## src/rtl/wrom_arb_pkg.sv

```systemverilog
package wrom_arb_pkg;
  typedef enum logic {SRC_FAST = 1'b0, SRC_SLOW = 1'b1} src_e;
  localparam int unsigned NUM_PORTS = 2;
  localparam int unsigned FAST_IX   = 0;
  localparam int unsigned SLOW_IX   = 1;
endpackage

```

## src/rtl/wrom_slot_timer.sv

```systemverilog
module wrom_slot_timer #(
  parameter int unsigned PERIOD = 4,
  parameter int unsigned PH_W   = $clog2(PERIOD)
) (
  input  logic            clk_i,
  input  logic            rst_ni,
  output logic            slot_o,
  output logic [PH_W-1:0] phase_o
);
  localparam logic [PH_W-1:0] LAST = PH_W'(PERIOD - 1);

  logic [PH_W-1:0] phase_q;

  always_ff @(posedge clk_i or negedge rst_ni) begin
    if (!rst_ni)              phase_q <= '0;
    else if (phase_q == LAST) phase_q <= '0;
    else                      phase_q <= phase_q + 1'b1;
  end

  assign slot_o  = (phase_q == '0);
  assign phase_o = phase_q;
endmodule

```

## src/rtl/wrom_word_buffer.sv

```systemverilog
module wrom_word_buffer #(
  parameter int unsigned TAG_W  = 23,
  parameter int unsigned WORD_W = 16
) (
  input  logic              clk_i,
  input  logic              rst_ni,
  input  logic              fill_i,
  input  logic [TAG_W-1:0]  fill_tag_i,
  input  logic [WORD_W-1:0] fill_word_i,
  input  logic              drop_i,
  input  logic [TAG_W-1:0]  drop_tag_i,
  input  logic [TAG_W-1:0]  probe_tag_i,
  output logic              hit_o,
  output logic [WORD_W-1:0] word_o
);
  logic              valid_q;
  logic [TAG_W-1:0]  tag_q;
  logic [WORD_W-1:0] word_q;

  // a fill at the same edge as a foreign-word drop keeps the fresh word
  always_ff @(posedge clk_i or negedge rst_ni) begin
    if (!rst_ni) begin
      valid_q <= 1'b0;
      tag_q   <= '0;
      word_q  <= '0;
    end else if (fill_i) begin
      valid_q <= 1'b1;
      tag_q   <= fill_tag_i;
      word_q  <= fill_word_i;
    end else if (drop_i && (drop_tag_i != tag_q)) begin
      valid_q <= 1'b0;
    end
  end

  assign hit_o  = valid_q && (tag_q == probe_tag_i);
  assign word_o = word_q;
endmodule

```

## src/rtl/wrom_grant_engine.sv

```systemverilog
module wrom_grant_engine
  import wrom_arb_pkg::*;
#(
  parameter int unsigned TAG_W  = 23,
  parameter int unsigned BYTE_W = 8,
  parameter int unsigned WORD_W = 2 * BYTE_W
) (
  input  logic                              clk_i,
  input  logic                              rst_ni,
  input  logic                              slot_i,
  input  logic                              fast_req_i,
  input  logic                              fast_sel_i,
  input  logic                              fast_lane_i,
  input  logic [TAG_W-1:0]                  fast_tag_i,
  input  logic                              slow_req_i,
  input  logic                              slow_sel_i,
  input  logic                              slow_lane_i,
  input  logic [TAG_W-1:0]                  slow_tag_i,
  input  logic                              buf_hit_i,
  input  logic [WORD_W-1:0]                 buf_word_i,
  input  logic [WORD_W-1:0]                 rom_data_i,
  output logic                              rom_en_o,
  output logic [TAG_W-1:0]                  rom_addr_o,
  output logic                              fill_o,
  output logic                              drop_o,
  output logic [NUM_PORTS-1:0]              done_o,
  output logic [NUM_PORTS-1:0][BYTE_W-1:0]  byte_o
);
  logic             busy_q, fast_wait_q, lane_q;
  src_e             owner_q;
  logic [TAG_W-1:0] waddr_q;

  logic slow_go, fast_want, fast_hit, fast_go;
  logic [BYTE_W-1:0] rom_byte, buf_hi;

  assign slow_go   = slot_i && slow_req_i && slow_sel_i;
  assign fast_want = fast_req_i && fast_sel_i && !fast_wait_q;
  assign fast_hit  = fast_want && fast_lane_i && buf_hit_i;
  assign fast_go   = fast_want && !fast_hit && !slow_go;  // slow wins the slot

  always_ff @(posedge clk_i or negedge rst_ni) begin
    if (!rst_ni) begin
      busy_q      <= 1'b0;
      fast_wait_q <= 1'b0;
      owner_q     <= SRC_FAST;
      lane_q      <= 1'b0;
      waddr_q     <= '0;
    end else begin
      busy_q      <= slow_go || fast_go;
      fast_wait_q <= fast_go;
      if (slow_go) begin
        owner_q <= SRC_SLOW;
        waddr_q <= slow_tag_i;
        lane_q  <= slow_lane_i;
      end else if (fast_go) begin
        owner_q <= SRC_FAST;
        waddr_q <= fast_tag_i;
        lane_q  <= fast_lane_i;
      end
    end
  end

  assign rom_byte = lane_q ? rom_data_i[WORD_W-1:BYTE_W] : rom_data_i[BYTE_W-1:0];
  assign buf_hi   = buf_word_i[WORD_W-1:BYTE_W];

  assign rom_en_o   = busy_q;
  assign rom_addr_o = waddr_q;
  assign fill_o     = busy_q && (owner_q == SRC_FAST);
  assign drop_o     = slow_go;

  always_comb begin
    done_o          = '0;
    byte_o          = '0;
    done_o[FAST_IX] = fill_o || fast_hit;
    byte_o[FAST_IX] = fast_hit ? buf_hi : rom_byte;
    done_o[SLOW_IX] = busy_q && (owner_q == SRC_SLOW);
    byte_o[SLOW_IX] = rom_byte;
  end
endmodule

```

## src/rtl/wrom_port_return.sv

```systemverilog
module wrom_port_return #(
  parameter int unsigned BYTE_W = 8
) (
  input  logic              clk_i,
  input  logic              rst_ni,
  input  logic              done_i,
  input  logic [BYTE_W-1:0] byte_i,
  output logic              ready_o,
  output logic [BYTE_W-1:0] rdata_o
);
  always_ff @(posedge clk_i or negedge rst_ni) begin
    if (!rst_ni) begin
      ready_o <= 1'b0;
      rdata_o <= '0;
    end else begin
      ready_o <= done_i;
      if (done_i) rdata_o <= byte_i;
    end
  end
endmodule

```

## src/rtl/wide_rom_arbiter.sv

```systemverilog
module wide_rom_arbiter
  import wrom_arb_pkg::*;
#(
  parameter int unsigned ADDR_W      = 24,
  parameter int unsigned BYTE_W      = 8,
  parameter int unsigned SLOT_PERIOD = 4
) (
  input  logic                clk_i,
  input  logic                rst_ni,
  input  logic                fast_req_i,
  input  logic [ADDR_W-1:0]   fast_addr_i,
  input  logic                fast_sel_i,
  output logic                fast_ready_o,
  output logic [BYTE_W-1:0]   fast_rdata_o,
  input  logic                slow_req_i,
  input  logic [ADDR_W-1:0]   slow_addr_i,
  input  logic                slow_sel_i,
  output logic                slow_ready_o,
  output logic [BYTE_W-1:0]   slow_rdata_o,
  output logic                rom_en_o,
  output logic [ADDR_W-2:0]   rom_addr_o,
  input  logic [2*BYTE_W-1:0] rom_data_i
);
  localparam int unsigned TAG_W  = ADDR_W - 1;
  localparam int unsigned WORD_W = 2 * BYTE_W;
  localparam int unsigned PH_W   = $clog2(SLOT_PERIOD);

  logic              slot;
  logic [PH_W-1:0]   slot_phase;
  logic              buf_hit, buf_fill, buf_drop;
  logic [WORD_W-1:0] buf_word;
  logic [NUM_PORTS-1:0]             done;
  logic [NUM_PORTS-1:0][BYTE_W-1:0] lane_byte;
  logic [NUM_PORTS-1:0]             ready;
  logic [NUM_PORTS-1:0][BYTE_W-1:0] rdata;

  wrom_slot_timer #(.PERIOD(SLOT_PERIOD), .PH_W(PH_W)) u_slot (
    .clk_i, .rst_ni, .slot_o(slot), .phase_o(slot_phase)
  );

  wrom_word_buffer #(.TAG_W(TAG_W), .WORD_W(WORD_W)) u_buf (
    .clk_i, .rst_ni,
    .fill_i(buf_fill), .fill_tag_i(rom_addr_o), .fill_word_i(rom_data_i),
    .drop_i(buf_drop), .drop_tag_i(slow_addr_i[ADDR_W-1:1]),
    .probe_tag_i(fast_addr_i[ADDR_W-1:1]),
    .hit_o(buf_hit), .word_o(buf_word)
  );

  wrom_grant_engine #(.TAG_W(TAG_W), .BYTE_W(BYTE_W), .WORD_W(WORD_W)) u_eng (
    .clk_i, .rst_ni, .slot_i(slot),
    .fast_req_i, .fast_sel_i, .fast_lane_i(fast_addr_i[0]),
    .fast_tag_i(fast_addr_i[ADDR_W-1:1]),
    .slow_req_i, .slow_sel_i, .slow_lane_i(slow_addr_i[0]),
    .slow_tag_i(slow_addr_i[ADDR_W-1:1]),
    .buf_hit_i(buf_hit), .buf_word_i(buf_word), .rom_data_i,
    .rom_en_o, .rom_addr_o, .fill_o(buf_fill), .drop_o(buf_drop),
    .done_o(done), .byte_o(lane_byte)
  );

  for (genvar p = 0; p < NUM_PORTS; p++) begin : g_ret
    wrom_port_return #(.BYTE_W(BYTE_W)) u_ret (
      .clk_i, .rst_ni, .done_i(done[p]), .byte_i(lane_byte[p]),
      .ready_o(ready[p]), .rdata_o(rdata[p])
    );
  end

  assign fast_ready_o = ready[FAST_IX];
  assign fast_rdata_o = rdata[FAST_IX];
  assign slow_ready_o = ready[SLOW_IX];
  assign slow_rdata_o = rdata[SLOW_IX];
endmodule

```

## config.mk

```make
export PLATFORM = sky130hd
export DESIGN_NAME = wide_rom_arbiter
export DESIGN_NICKNAME = d
export VERILOG_FILES = /design/src/rtl/wrom_arb_pkg.sv /design/src/rtl/wrom_slot_timer.sv /design/src/rtl/wrom_word_buffer.sv /design/src/rtl/wrom_grant_engine.sv /design/src/rtl/wrom_port_return.sv /design/src/rtl/wide_rom_arbiter.sv
export SDC_FILE = /design/constraint.sdc
export NUM_CORES = 1
export LEC_CHECK = 0
export BUFFER_PORTS_ARGS = -buffer_cell sky130_fd_sc_hd__clkbuf_2
export CORE_MARGIN = 8
export CORE_UTILIZATION = 29
export CTS_BUF_LIST = sky130_fd_sc_hd__clkbuf_8
export DETAILED_ROUTE_END_ITERATION = 10
export PLACE_DENSITY = 0.56
export SLEW_MARGIN = 20
export SYNTH_ARGS = -nofsm -noshare
export SYNTH_HDL_FRONTEND = slang
export SYNTH_SLANG_ARGS = --single-unit
```

## constraint.sdc

```tcl
create_clock -name clk_i -period 3.78 [get_ports clk_i]
set_input_delay 0.378 -clock clk_i [delete_from_list [all_inputs] [get_ports clk_i]]
set_output_delay 0.378 -clock clk_i [all_outputs]
set_load 0.02 [all_outputs]
```

==> results.yml <==
finish:
  final_area_um2: 4750
  syn_to_final_growth_pct: 25.0
  fin_util_pct: 36.4
  nets: 519
  diodes: 0
  layout-drive-gt1-share_pct: 37.2
timing:
  tightest_slew_ns: 0.909
  setup_tns_ns: 0
  setup_slack_ns: 1.19
  rsz0062_at_grt: "no"
  min_period_over_period_pct: 68.6
  drv_slew: 0
  fin_worst_skew_ns: 0.0113
  min_period_ns: 2.59
  final_hold_viol_count: 0
  fmax_ghz: 0.386
  slew_headroom_pct: 39.1
  finalSetupViolCount: 0
job:
  cap_violations: 0
die:
  rows: 42
  core_area_um2: 13000
  die_area_um2: 17000
  fp.dieH_um: 130
  io_pins: 112
  die_x_um: 130
  start_util_pct: 29.1
route:
  drc: 0
  vias: 2812
  viasPerCell: 4.48
  dr.pass1.iters: 5
  wire_per_inst_um: 16.7
  drtIter0Drc: 139
  wirelength_um: 10500
  ant_nets: 0
global_route:
  grt_pass1_wl_um: 16100
  grt-ovfl-total: 0
  grt_max_degree: 80
  grt_pass1_vias: 2948
  grt_util_all_layers_pct: 12.7
  grt_antenna_before_repair: 0
yosys:
  synth-seq-cells: 79
  synth-simple-area-share_pct: 9.52
  synth_top_family_by_area: "multiplexers"
  synth_compound_area_share_pct: 6.82
  yosysSeqAreaShare_pct: 52.1
  mappedNetlistNets: 410
  synth_area_um2: 3800
  synth_xor_area_share_pct: 10.6
  synth_cell_types: 27
  synth_cells: 338
  synthAdderAreaFrac_pct: 0.659
  synth_mux_area_share_pct: 17.4
  synth_warnings: 0
  syn_avg_cell_area_um2: 11.2
cts:
  clock_latency_ns: 0.37
  post_cts_buffers: 0
  cts_tree: "yes"
  clk_pin_slew_ns: 0.09
  cts_resized: 0
  holdBufCountCts: 0
  clock_path_buffers: 2
  cts.htree.levels: 3
  cts-root-buf: "clkbuf_8"
  cts_buffers: 9
  cts_sinks: 79
placement:
  hpwl_um: 7920
  place_area_um2: 4520
  place_ws_ns: 1.15
  place.gp.congestion: 0.787
  port_buffers: 111
critical_path:
  end_kind: "register"
  required_ns: 3.99
  worst-r2r-setup-slack_ns: 1.19
  worstSetupPathType: "register to register"
  cp_max_fo: 17
  startpoint_type: "register"
  critPathArrivalTime_ns: 2.80
power_and_ir_drop:
  switchingPower_uw: 912
  p_int_mw: 1.78
  switching_share_pct: 33.9
  ir_drop_mv: 0.206
  pwr-share-comb_pct: 28.4
  p_per_area_nw_per_um2: 567
  leakage_nw: 2.24
  clockPowerShare_pct: 26.3
  sequentialPowerShare_pct: 45.3
hold_path:
  hold_path.class: "input pin to async pin"
outcome:
  status: "finished clean"
[worst max-delay path, cell delays in order (launching register included)]
cell     delay [ns]
dfrtp_1        0.37
and3b_2        0.32
nand4_1        0.12
or4_4          0.58
nor3_2         0.77
o21ai_0        0.26
[registers in the layout (all words and copies together), names as in the netlist, 2 cells and up]
name,flops
u_buf.tag_q,23
g_ret.u_ret.ready_o,2
u_slot.phase_o,2
u_eng.rom_addr_o,23
u_buf.word_o,8
g_ret.u_ret.rdata_o,16
[cell usage in the layout, fill, tap and decap left out, types with 2 or more instances in the layout]
master      instances
mux2i_1            31
mux2_2             31
nand3_1             4
a21oi_1            40
nor2_1             42
clkbuf_8            9
buf_4               4
nand2_1            14
clkinvlp_4          2
nor4_1              5
dfrtp_1            79
bufinv_16           2
xor2_1             16
nand4_1             7
ha_1                2
o21ai_0             8
clkinv_4            2
inv_1               2
xnor2_1            30
clkbuf_2          110
[synthesized netlist by cell type]
cell type / count / area [um2]
dfrtp_1: 79 / 1980
nor2_1: 42 / 158
a21oi_1: 40 / 200
mux2_2: 31 / 349
mux2i_1: 31 / 310
xnor2_1: 30 / 263
xor2_1: 16 / 140
nand2_1: 14 / 52.6
clkbuf_1: 12 / 45.0
o21ai_0: 8 / 40.0
nand4_1: 7 / 43.8
nand3_1: 5 / 25.0
nor4_1: 5 / 31.3
buf_12: 2 / 40.0
ha_1: 2 / 25.0
inv_1: 2 / 7.51
nand2b_1: 2 / 12.5
and2_1: 1 / 6.26
and3_1: 1 / 6.26
and3b_2: 1 / 10.0
buf_1: 1 / 3.75
buf_2: 1 / 5.00
buf_6: 1 / 11.3
nor3_1: 1 / 5.00
o22ai_1: 1 / 6.26
o31ai_2: 1 / 12.5
or4_4: 1 / 11.3
[path summary, 6_finish.rpt]
kind	cells after the start	start	to
hold / removal	1	rst_ni	u_slot.phase_o[0]$_DFF_PN0_
setup reg to reg	5	u_eng.fast_wait_q$_DFF_PN0_	g_ret[0].u_ret.rdata_o[6]$_DFFE_PN0P_
max in group asynchronous	1	rst_ni	u_buf.tag_q[2]$_DFFE_PN0P_
hold reg to reg	1	u_slot.phase_o[0]$_DFF_PN0_	u_slot.phase_o[0]$_DFF_PN0_
min in group clk_i	2	rom_data_i[12]	u_buf.word_o[12]$_DFFE_PN0P_
setup / recovery	5	u_eng.fast_wait_q$_DFF_PN0_	g_ret[0].u_ret.rdata_o[6]$_DFFE_PN0P_
[through the flow]
step / cells / hold WS, ns / power, mW
2_1_floorplan: 338 / 0.0824 / 1.72
3_3_place_gp: 612 / 0.441 / 1.99
3_5_place_dp: 612 / 0.452 / 2.02
4_1_cts: 628 / 0.218 / 2.74
5_1_grt: 628 / 0.100 / 2.85
6_report: 628 / 0.0429 / 2.69
[area by class of cell]
cell class                 count  area, um2
tap                          176        220
timing repair buffer         115        592
clock inverter                 7       97.6
multi-input combinational    240       1730
inverter                       2       7.51
fill                        1388       8290
sequential                    79       1980
clock buffer                   9        124
[power by group through the flow]
stage / Clock (mW) / Combinational [mW] / Sequential (mW)
3_3_place_gp: 0 / 0.769 / 1.22
4_1_cts: 0.732 / 0.784 / 1.22
6_report: 0.707 / 0.764 / 1.22
5_1_grt: 0.762 / 0.838 / 1.25
2_1_floorplan: 0 / 0.406 / 1.31
3_5_place_dp: 0 / 0.780 / 1.24
[cells by family after synthesis]
family | Yosys count
xor gates and xnor gates | 46
AOI/OAI and AO/OA | 50
buffers and inverters | 19
adders and majority gates | 2
and+or+nand+nor | 80
DFF | 79
muxes | 62
[layer usage]
layer  routed length (um)  global-route usage (%)  share of wire, %
met5                    0                       0                 0
met2                 4820                    20.4                46
met1                 4700                    15.6                45
met3                  774                    3.65               7.4
met4                  191                    5.54               1.8
No activity file was read; power rests on OpenSTA's default activity.
